==> src/rtl/xcvr_pkg.sv <==
package xcvr_pkg;
  localparam int unsigned NUM_DIR = 2;
  typedef enum logic {DIR_AB = 1'b0, DIR_BA = 1'b1} xcvr_dir_e;
endpackage

==> src/rtl/xcvr_rst_sync.sv <==
module xcvr_rst_sync #(
  parameter int unsigned STAGES = 2
) (
  input  logic clk,
  input  logic rst_n,
  output logic rst_ok
);
  logic [STAGES-1:0] sync_q;
  logic [STAGES-1:0] sync_d;

  always_comb begin
    sync_d = {sync_q[STAGES-2:0], 1'b1};
  end

  always_ff @(posedge clk or negedge rst_n) begin
    if (!rst_n) sync_q <= '0;
    else        sync_q <= sync_d;
  end

  assign rst_ok = sync_q[STAGES-1];
endmodule

==> src/rtl/xcvr_keeper.sv <==
module xcvr_keeper #(
  parameter int unsigned W = 18
) (
  input  logic         clk,
  input  logic         rst_ok,
  input  logic [W-1:0] din,
  input  logic         vld,
  output logic [W-1:0] dout
);
  logic [W-1:0] keep_q;
  logic [W-1:0] keep_d;
  logic         keep_en;

  always_comb begin
    keep_en = vld;
    keep_d  = din;
  end

  always_ff @(posedge clk or negedge rst_ok) begin
    if (!rst_ok)      keep_q <= '0;
    else if (keep_en) keep_q <= keep_d;
  end

  // a floating input is replaced by the last driven word
  assign dout = vld ? din : keep_q;
endmodule

==> src/rtl/xcvr_lane.sv <==
module xcvr_lane #(
  parameter int unsigned W = 18
) (
  input  logic         clk,
  input  logic         rst_ok,
  input  logic [W-1:0] src,
  input  logic         le,
  input  logic         stb,
  input  logic         oe,
  output logic [W-1:0] dat,
  output logic         drv
);
  logic         stb_q;
  logic [W-1:0] store_q;
  logic [W-1:0] store_d;
  logic         store_en;
  logic         stb_rise;

  always_comb begin
    stb_rise = stb & ~stb_q;
    // open window tracks the source; closed window captures on a rising strobe
    store_en = le | stb_rise;
    store_d  = src;
  end

  always_ff @(posedge clk or negedge rst_ok) begin
    if (!rst_ok) stb_q <= 1'b0;
    else         stb_q <= stb;
  end

  always_ff @(posedge clk or negedge rst_ok) begin
    if (!rst_ok)       store_q <= '0;
    else if (store_en) store_q <= store_d;
  end

  assign dat = le ? src : store_q;
  assign drv = oe & rst_ok;
endmodule

==> src/rtl/xcvr18_bidir.sv <==
module xcvr18_bidir
  import xcvr_pkg::*;
#(
  parameter int unsigned W = 18,
  parameter int unsigned RST_STAGES = 2
) (
  input  logic         clk,
  input  logic         rst_n,
  input  logic [W-1:0] a_in,
  input  logic         a_vld,
  output logic [W-1:0] a_out,
  output logic         a_drv,
  input  logic [W-1:0] b_in,
  input  logic         b_vld,
  output logic [W-1:0] b_out,
  output logic         b_drv,
  input  logic         ab_le,
  input  logic         ab_stb,
  input  logic         ab_oe,
  input  logic         ba_le,
  input  logic         ba_stb,
  input  logic         ba_oe
);
  logic         rst_ok;
  logic [W-1:0] port_in  [NUM_DIR];
  logic         port_vld [NUM_DIR];
  logic [W-1:0] port_eff [NUM_DIR];
  logic [W-1:0] lane_dat [NUM_DIR];
  logic         lane_drv [NUM_DIR];
  logic         lane_le  [NUM_DIR];
  logic         lane_stb [NUM_DIR];
  logic         lane_oe  [NUM_DIR];
  logic [W-1:0] a_eff;
  logic [W-1:0] b_eff;

  xcvr_rst_sync #(.STAGES(RST_STAGES)) u_rst (
    .clk(clk), .rst_n(rst_n), .rst_ok(rst_ok)
  );

  // index DIR_AB sources from port A, DIR_BA from port B
  assign port_in[DIR_AB]  = a_in;
  assign port_vld[DIR_AB] = a_vld;
  assign port_in[DIR_BA]  = b_in;
  assign port_vld[DIR_BA] = b_vld;
  assign lane_le[DIR_AB]  = ab_le;
  assign lane_stb[DIR_AB] = ab_stb;
  assign lane_oe[DIR_AB]  = ab_oe;
  assign lane_le[DIR_BA]  = ba_le;
  assign lane_stb[DIR_BA] = ba_stb;
  assign lane_oe[DIR_BA]  = ba_oe;

  for (genvar d = 0; d < NUM_DIR; d++) begin : g_dir
    xcvr_keeper #(.W(W)) u_keep (
      .clk(clk), .rst_ok(rst_ok),
      .din(port_in[d]), .vld(port_vld[d]), .dout(port_eff[d])
    );
    xcvr_lane #(.W(W)) u_lane (
      .clk(clk), .rst_ok(rst_ok), .src(port_eff[d]),
      .le(lane_le[d]), .stb(lane_stb[d]), .oe(lane_oe[d]),
      .dat(lane_dat[d]), .drv(lane_drv[d])
    );
  end

  assign a_eff = port_eff[DIR_AB];
  assign b_eff = port_eff[DIR_BA];
  assign b_out = lane_dat[DIR_AB];
  assign b_drv = lane_drv[DIR_AB];
  assign a_out = lane_dat[DIR_BA];
  assign a_drv = lane_drv[DIR_BA];
endmodule

==> config.mk <==
export PLATFORM = sky130hd
export DESIGN_NAME = xcvr18_bidir
export DESIGN_NICKNAME = d
export VERILOG_FILES = /design/src/rtl/xcvr_pkg.sv /design/src/rtl/xcvr_rst_sync.sv /design/src/rtl/xcvr_keeper.sv /design/src/rtl/xcvr_lane.sv /design/src/rtl/xcvr18_bidir.sv
export SDC_FILE = /design/constraint.sdc
export NUM_CORES = 1
export LEC_CHECK = 0
export ABC_CLOCK_PERIOD_IN_PS = 6200
export BUFFER_PORTS_ARGS = -buffer_cell sky130_fd_sc_hd__clkbuf_2
export CELL_PAD_IN_SITES_DETAIL_PLACEMENT = 2
export CELL_PAD_IN_SITES_GLOBAL_PLACEMENT = 2
export CORE_MARGIN = 2
export CORE_UTILIZATION = 35
export DETAILED_ROUTE_END_ITERATION = 12
export PLACE_DENSITY_LB_ADDON = 0.1
export SETUP_SLACK_MARGIN = 0.2
export SYNTH_ARGS = -nofsm -noshare
export SYNTH_HDL_FRONTEND = slang
export SYNTH_SLANG_ARGS = --single-unit
export TNS_END_PERCENT = 30
==> constraint.sdc <==
create_clock -name clk -period 6.2 [get_ports clk]
set_input_delay 1.24 -clock clk [delete_from_list [all_inputs] [get_ports clk]]
set_output_delay 1.24 -clock clk [all_outputs]
set_load 0.01 [all_outputs]
==> results.sh, run 1 <==
export IMPL_synth_nets=247
export IMPL_timing_fmax_mhz=261
export IMPL_root_buffer="clkbuf_8"
export IMPL_tns_ns=0
export IMPL_cp_required_ns=4.96
export IMPL_hold_slack_ns=0.259
export IMPL_diodes=0
export IMPL_ctsHoldBuffers=0
export IMPL_syn_inst=201
export IMPL_arrival_ns=2.58
export IMPL_fin_skew_ns=0.00895
export IMPL_synth_cell_types=11
export IMPL_cts_sinks=76
export IMPL_worst_slew_pin_slew_ns=0.661
export IMPL_clock_latency_ns=0.34
export IMPL_cts_setup_buffers=0
export IMPL_status="complete, no violations"
export IMPL_power_mw=1.11
export IMPL_drive_above_1_share_pct=71.1
export IMPL_cts_reportedPaths_clkPinSlew_ns=0.07
export IMPL_hpwl_mm=4.67
export IMPL_avgSynthCellArea_um2=16.7
export IMPL_firstDrtPassIters=4
export IMPL_ir_drop_mv=0.123
export IMPL_avgViaCountPerCell=4.66
export IMPL_grt_first_pass_wirelength_mm=11.1
export IMPL_rsz0062_at_grt="false"
export IMPL_die_area_mm2=0.0104
export IMPL_final_cell_mix="mux2_2 (88), clkbuf_2 (83), dfrtp_1 (75), mux2_4 (20), clkbuf_8 (9)"
export IMPL_yosysSeqAreaShare_pct=56.6
export IMPL_hold_class="flop to async pin"
export IMPL_final_setup_worst_slack_ns=2.38
export IMPL_pre_cts_slack_ns=2.35
export IMPL_die_h_um=102
export IMPL_initialDrtViolationCount=37
export IMPL_worstSetupStartpointType="primary input"
export IMPL_antenna_found_initial=0
export IMPL_cts_tree="yes"
export IMPL_end_kind="output port"
export IMPL_grt_util_all_layers_pct=14.2
export IMPL_initial_utilization_pct=36.2
export IMPL_port_buffers=83
export IMPL_postCtsResizedCells=0
export IMPL_yosysWarnings=0
export IMPL_final_common_cell="mux2_2"
export IMPL_crit_type="primary input to output port"
export IMPL_register_area_mm2=0.00191
export IMPL_synth_seq_cells=76
export IMPL_gr_total_overflow=0
export IMPL_synth_area_leaders="dfrtp_1 (57%), mux2_2 (29%), mux2_4 (8.9%)"
export IMPL_route_final_wire_length_mm=6.82
export IMPL_drv_slew=0
export IMPL_setup_violations=0
export IMPL_htree_levels=3
export IMPL_drc=0
export IMPL_fp_dieW_um=102
export IMPL_cts_made_buffers=9
export IMPL_final_nets=332
export IMPL_rows=35
export IMPL_area_delta_synth_final_pct=18.8
export IMPL_finalHoldViolations=0
export IMPL_syn_area_mm2=0.00336
export IMPL_synth_top_area_share_pct=56.6
export IMPL_final_util_pct=43.0
export IMPL_globalplace_congestion=0.638
export IMPL_power_leakage_nw=1.85
export IMPL_core_area_mm2=0.00928
export IMPL_yosysTopAreaCell="dfrtp_1"
export IMPL_fillers=963
export IMPL_wl_per_cell_um=16.2
export IMPL_crit_fanout=18
export IMPL_io_pins=84
export IMPL_relSlewSlack_pct=55.8
export IMPL_grt_pass1_vias=2102
export IMPL_period_needed_ns=3.82
export IMPL_vias=1956
export IMPL_fin_crit_sh_pct=61.7
export IMPL_cts_buffer_depth=2
export IMPL_drv_cap=0
export IMPL_grt_max_degree=47
export IMPL_multi_input_area_mm2=0.00134
export IMPL_p_per_area_mw_per_mm2=279
export IMPL_drtAntennaViolNets=0
-- power breakdown --
part	total [mW]	leakage, nW	switching [mW]	internal, mW
clock network	0.312	0.0812	0.168	0.144
logic	0.221	0.884	0.0978	0.123
registers	0.581	0.888	0.0257	0.555
-- cell type report --
type / instances / area share, %
Timing Repair Buffer: 84 / 10.6
Clock buffer: 13 / 3.48
Multi-Input combinational cell: 113 / 33.6
Inverter: 2 / 0.188
Clock inverter: 3 / 0.376
Sequential cell: 76 / 47.7
Tap cell: 129 / 4.04
-- layer usage --
metal	track usage (%)	vias to the layer above	wire, µm
li1	-	876	-
met1	18.3	1016	3020
met2	22.4	57	3290
met3	6.02	7	442
met4	3.08	0	66
met5	0	-	0
-- synth_stat cells --
cell type  count
buf_12         2
buf_4          2
buf_2          2
dfrtp_1       76
inv_1          2
buf_6          4
and2_1         2
mux2_4        20
a21oi_4        2
conb_1         1
mux2_2        88
-- cell families (layout without fill, tap and decap cells) --
group	Yosys count	after routing	share of synthesized area (%)
mux	108	108	38.4
flops	76	76	56.6
buf+inv	12	102	3.50
compound gates	2	2	0.968
simple gates	2	2	0.372
other cells	1	1	0.112
-- sequential cells by signal, indices dropped and copies added (netlist names) --
signal                flops
g_dir.u_lane.store_q     36
g_dir.u_keep.keep_q      36
g_dir.u_lane.stb_q        2
u_rst.sync_q              2
-- critical path, cell delays in order --
cell and delay [ns]:
clkbuf_2 0.49, mux2_2 0.43, mux2_2 0.29, clkbuf_2 0.13
-- worst paths after layout --
check | from | endpoint | slack, ns | cells after the start
setup / recovery | a_vld | b_out[2] | 2.38 | 4
hold / removal | u_rst.sync_q[1]$_DFF_PN0_ | g_dir[0].u_keep.keep_q[6]$_DFF_PN0_ | 0.26 | 0
setup reg to reg | g_dir[0].u_lane.stb_q$_DFF_PN0_ | g_dir[0].u_lane.store_q[7]$_DFFE_PN0P_ | 4.71 | 3
hold reg to reg | u_rst.sync_q[1]$_DFF_PN0_ | g_dir[0].u_keep.keep_q[6]$_DFF_PN0_ | 0.26 | 0
max in group asynchronous | u_rst.sync_q[1]$_DFF_PN0_ | g_dir[1].u_lane.store_q[15]$_DFFE_PN0P_ | 5.00 | 1
min in group clk | u_rst.sync_q[0]$_DFF_PN0_ | u_rst.sync_q[1]$_DFF_PN0_ | 0.35 | 0
-- stage by stage --
| step | instances | instance area [µm²] |
|---|---|---|
| global route | 420 | 3990 |
| detailed placement | 404 | 3840 |
| floorplan | 201 | 3360 |
| global placement | 404 | 3840 |
| CTS | 420 | 3990 |
| finish | 420 | 3990 |
Power figures use the tool's default switching activity.
==> inputs of run 2 (changes only) <==
--- a/config.mk
+++ b/config.mk
@@ -5,7 +5,7 @@
 export SDC_FILE = /design/constraint.sdc
 export NUM_CORES = 1
 export LEC_CHECK = 0
-export ABC_CLOCK_PERIOD_IN_PS = 6200
+export ABC_CLOCK_PERIOD_IN_PS = 3950
 export BUFFER_PORTS_ARGS = -buffer_cell sky130_fd_sc_hd__clkbuf_2
 export CELL_PAD_IN_SITES_DETAIL_PLACEMENT = 2
 export CELL_PAD_IN_SITES_GLOBAL_PLACEMENT = 2
==> constraint.sdc (replaced) <==
create_clock -name clk -period 3.95 [get_ports clk]
set_input_delay 0.79 -clock clk [delete_from_list [all_inputs] [get_ports clk]]
set_output_delay 0.79 -clock clk [all_outputs]
set_load 0.01 [all_outputs]
==> run 2 against run 1 <==
Net effect:
- power rose by 66%
- flip-flop and latch count did not move
- global-route usage fell by 0.36 points
- via count barely moved
- critical endpoint unchanged
- largest cell class unchanged
- largest power group unchanged
==> results.sh, run 2 (synthesized netlist as in run 1, its figures left out) <==
export IMPL_globalplace_congestion=0.631
export IMPL_cts_tree="yes"
export IMPL_crit_fanout=18
export IMPL_die_area_mm2=0.0104
export IMPL_hpwl_mm=4.39
export IMPL_setup_violations=0
export IMPL_avgViaCountPerCell=4.66
export IMPL_arrival_ns=2.14
export IMPL_grt_max_degree=75
export IMPL_relSlewSlack_pct=36.1
export IMPL_rows=35
export IMPL_ctsHoldBuffers=0
export IMPL_fin_skew_ns=0.0111
export IMPL_postCtsResizedCells=0
export IMPL_worst_slew_pin_slew_ns=0.959
export IMPL_r2r_slack_ns=2.48
export IMPL_port_buffers=83
export IMPL_clock_latency_ns=0.33
export IMPL_grt_pass1_vias=2143
export IMPL_io_pins=84
export IMPL_p_per_area_mw_per_mm2=459
export IMPL_reg2reg_depth=3
export IMPL_fin_crit_sh_pct=74.3
export IMPL_cts_setup_buffers=0
export IMPL_final_util_pct=43.5
export IMPL_crit_type="primary input to output port"
export IMPL_final_cell_mix="mux2_2 (88), clkbuf_2 (83), dfrtp_1 (75), mux2_4 (20), clkbuf_8 (11)"
export IMPL_cts_buffer_depth=2
export IMPL_grt_util_all_layers_pct=13.8
export IMPL_register_area_mm2=0.00191
export IMPL_final_common_cell="mux2_2"
export IMPL_cts_made_buffers=9
export IMPL_tns_ns=0
export IMPL_gr_total_overflow=0
export IMPL_multi_input_area_mm2=0.00134
export IMPL_hold_class="primary input to async pin"
export IMPL_drtAntennaViolNets=0
export IMPL_power_leakage_nw=1.88
export IMPL_finalHoldViolations=0
export IMPL_reg_top3="g_dir.u_keep.keep_q: 36 flops, g_dir.u_lane.store_q: 36 flops"
export IMPL_fillers=969
export IMPL_cp_required_ns=3.16
export IMPL_end_kind="output port"
export IMPL_wl_per_cell_um=15.7
export IMPL_drv_cap=0
export IMPL_drv_slew=0
export IMPL_period_needed_ns=2.93
export IMPL_cts_sinks=76
export IMPL_drc=0
export IMPL_initialDrtViolationCount=48
export IMPL_antenna_found_initial=0
export IMPL_core_area_mm2=0.00928
export IMPL_final_nets=332
export IMPL_grt_first_pass_wirelength_mm=10.8
export IMPL_firstDrtPassIters=3
export IMPL_htree_levels=3
export IMPL_area_delta_synth_final_pct=20.3
export IMPL_vias=1957
export IMPL_worstSetupStartpointType="primary input"
export IMPL_rsz0062_at_grt="false"
export IMPL_diodes=0
export IMPL_drive_above_1_share_pct=72.2
export IMPL_route_final_wire_length_mm=6.59
export IMPL_status="complete, no violations"
export IMPL_cts_reportedPaths_clkPinSlew_ns=0.07
export IMPL_root_buffer="clkbuf_8"
export IMPL_fp_dieW_um=102
export IMPL_timing_fmax_mhz=341
export IMPL_initial_utilization_pct=36.2
export IMPL_ir_drop_mv=0.194
export IMPL_hold_slack_ns=0.226
export IMPL_die_h_um=102
==> run 2: cell count changes in the layout (fill, tap and decap cells not counted) <==
cell and change:
clkbuf_1 -3, clkbuf_8 +2, clkinvlp_4 +1, bufinv_16 +1, clkinv_2 -1
==> run 2: where the power goes <==
part	internal [mW]	total (mW)	leakage (nW)	switching, mW
sequential	0.871	0.906	0.888	0.0348
clock	0.325	0.596	0.102	0.271
combinational	0.193	0.351	0.884	0.157
total	1.39	1.85	1.88	0.463
==> run 2: stage by stage <==
stage | worst slack, ns | total power [mW] | instance area, µm² | instances
after detailed placement | 1.01 | 1.28 | 3840 | 404
final | 1.02 | 1.85 | 4040 | 420
after global placement | 1.01 | 1.27 | 3840 | 404
after CTS | 1.01 | 1.90 | 4040 | 420
after global routing | 0.960 | 1.97 | 4040 | 420
after floorplan | 0.893 | 1.16 | 3360 | 201
==> run 2: final timing paths <==
path / start / endpoint
min: rst_n / u_rst.sync_q[1]$_DFF_PN0_
max in group asynchronous: u_rst.sync_q[1]$_DFF_PN0_ / g_dir[0].u_keep.keep_q[14]$_DFF_PN0_
max: a_vld / b_out[2]
min in group clk: u_rst.sync_q[0]$_DFF_PN0_ / u_rst.sync_q[1]$_DFF_PN0_
min reg2reg: u_rst.sync_q[0]$_DFF_PN0_ / u_rst.sync_q[1]$_DFF_PN0_
max reg2reg: g_dir[1].u_lane.stb_q$_DFF_PN0_ / g_dir[1].u_lane.store_q[10]$_DFFE_PN0P_
==> run 2: worst max-delay path, stage by stage <==
cell and delay, ns:
clkbuf_2 0.49, mux2_2 0.43, mux2_2 0.29, clkbuf_2 0.13
==> run 2: final cells by class <==
class	instances	area share, %
Sequential cell	76	47.2
Clock buffer	12	3.84
Inverter	2	0.186
Tap cell	129	4.00
Multi-Input combinational cell	113	33.2
Timing Repair Buffer	84	10.5
Clock inverter	4	1.18
==> run 2: routing by layer <==
| layer | share of wire [%] | vias up | global-route usage [%] |
|---|---|---|---|
| li1 | - | 879 | - |
| met3 | 6.3 | 7 | 4.45 |
| met1 | 45 | 1017 | 18.1 |
| met5 | 0 | - | 0 |
| met2 | 48 | 54 | 21.5 |
| met4 | 1.2 | 0 | 5.23 |
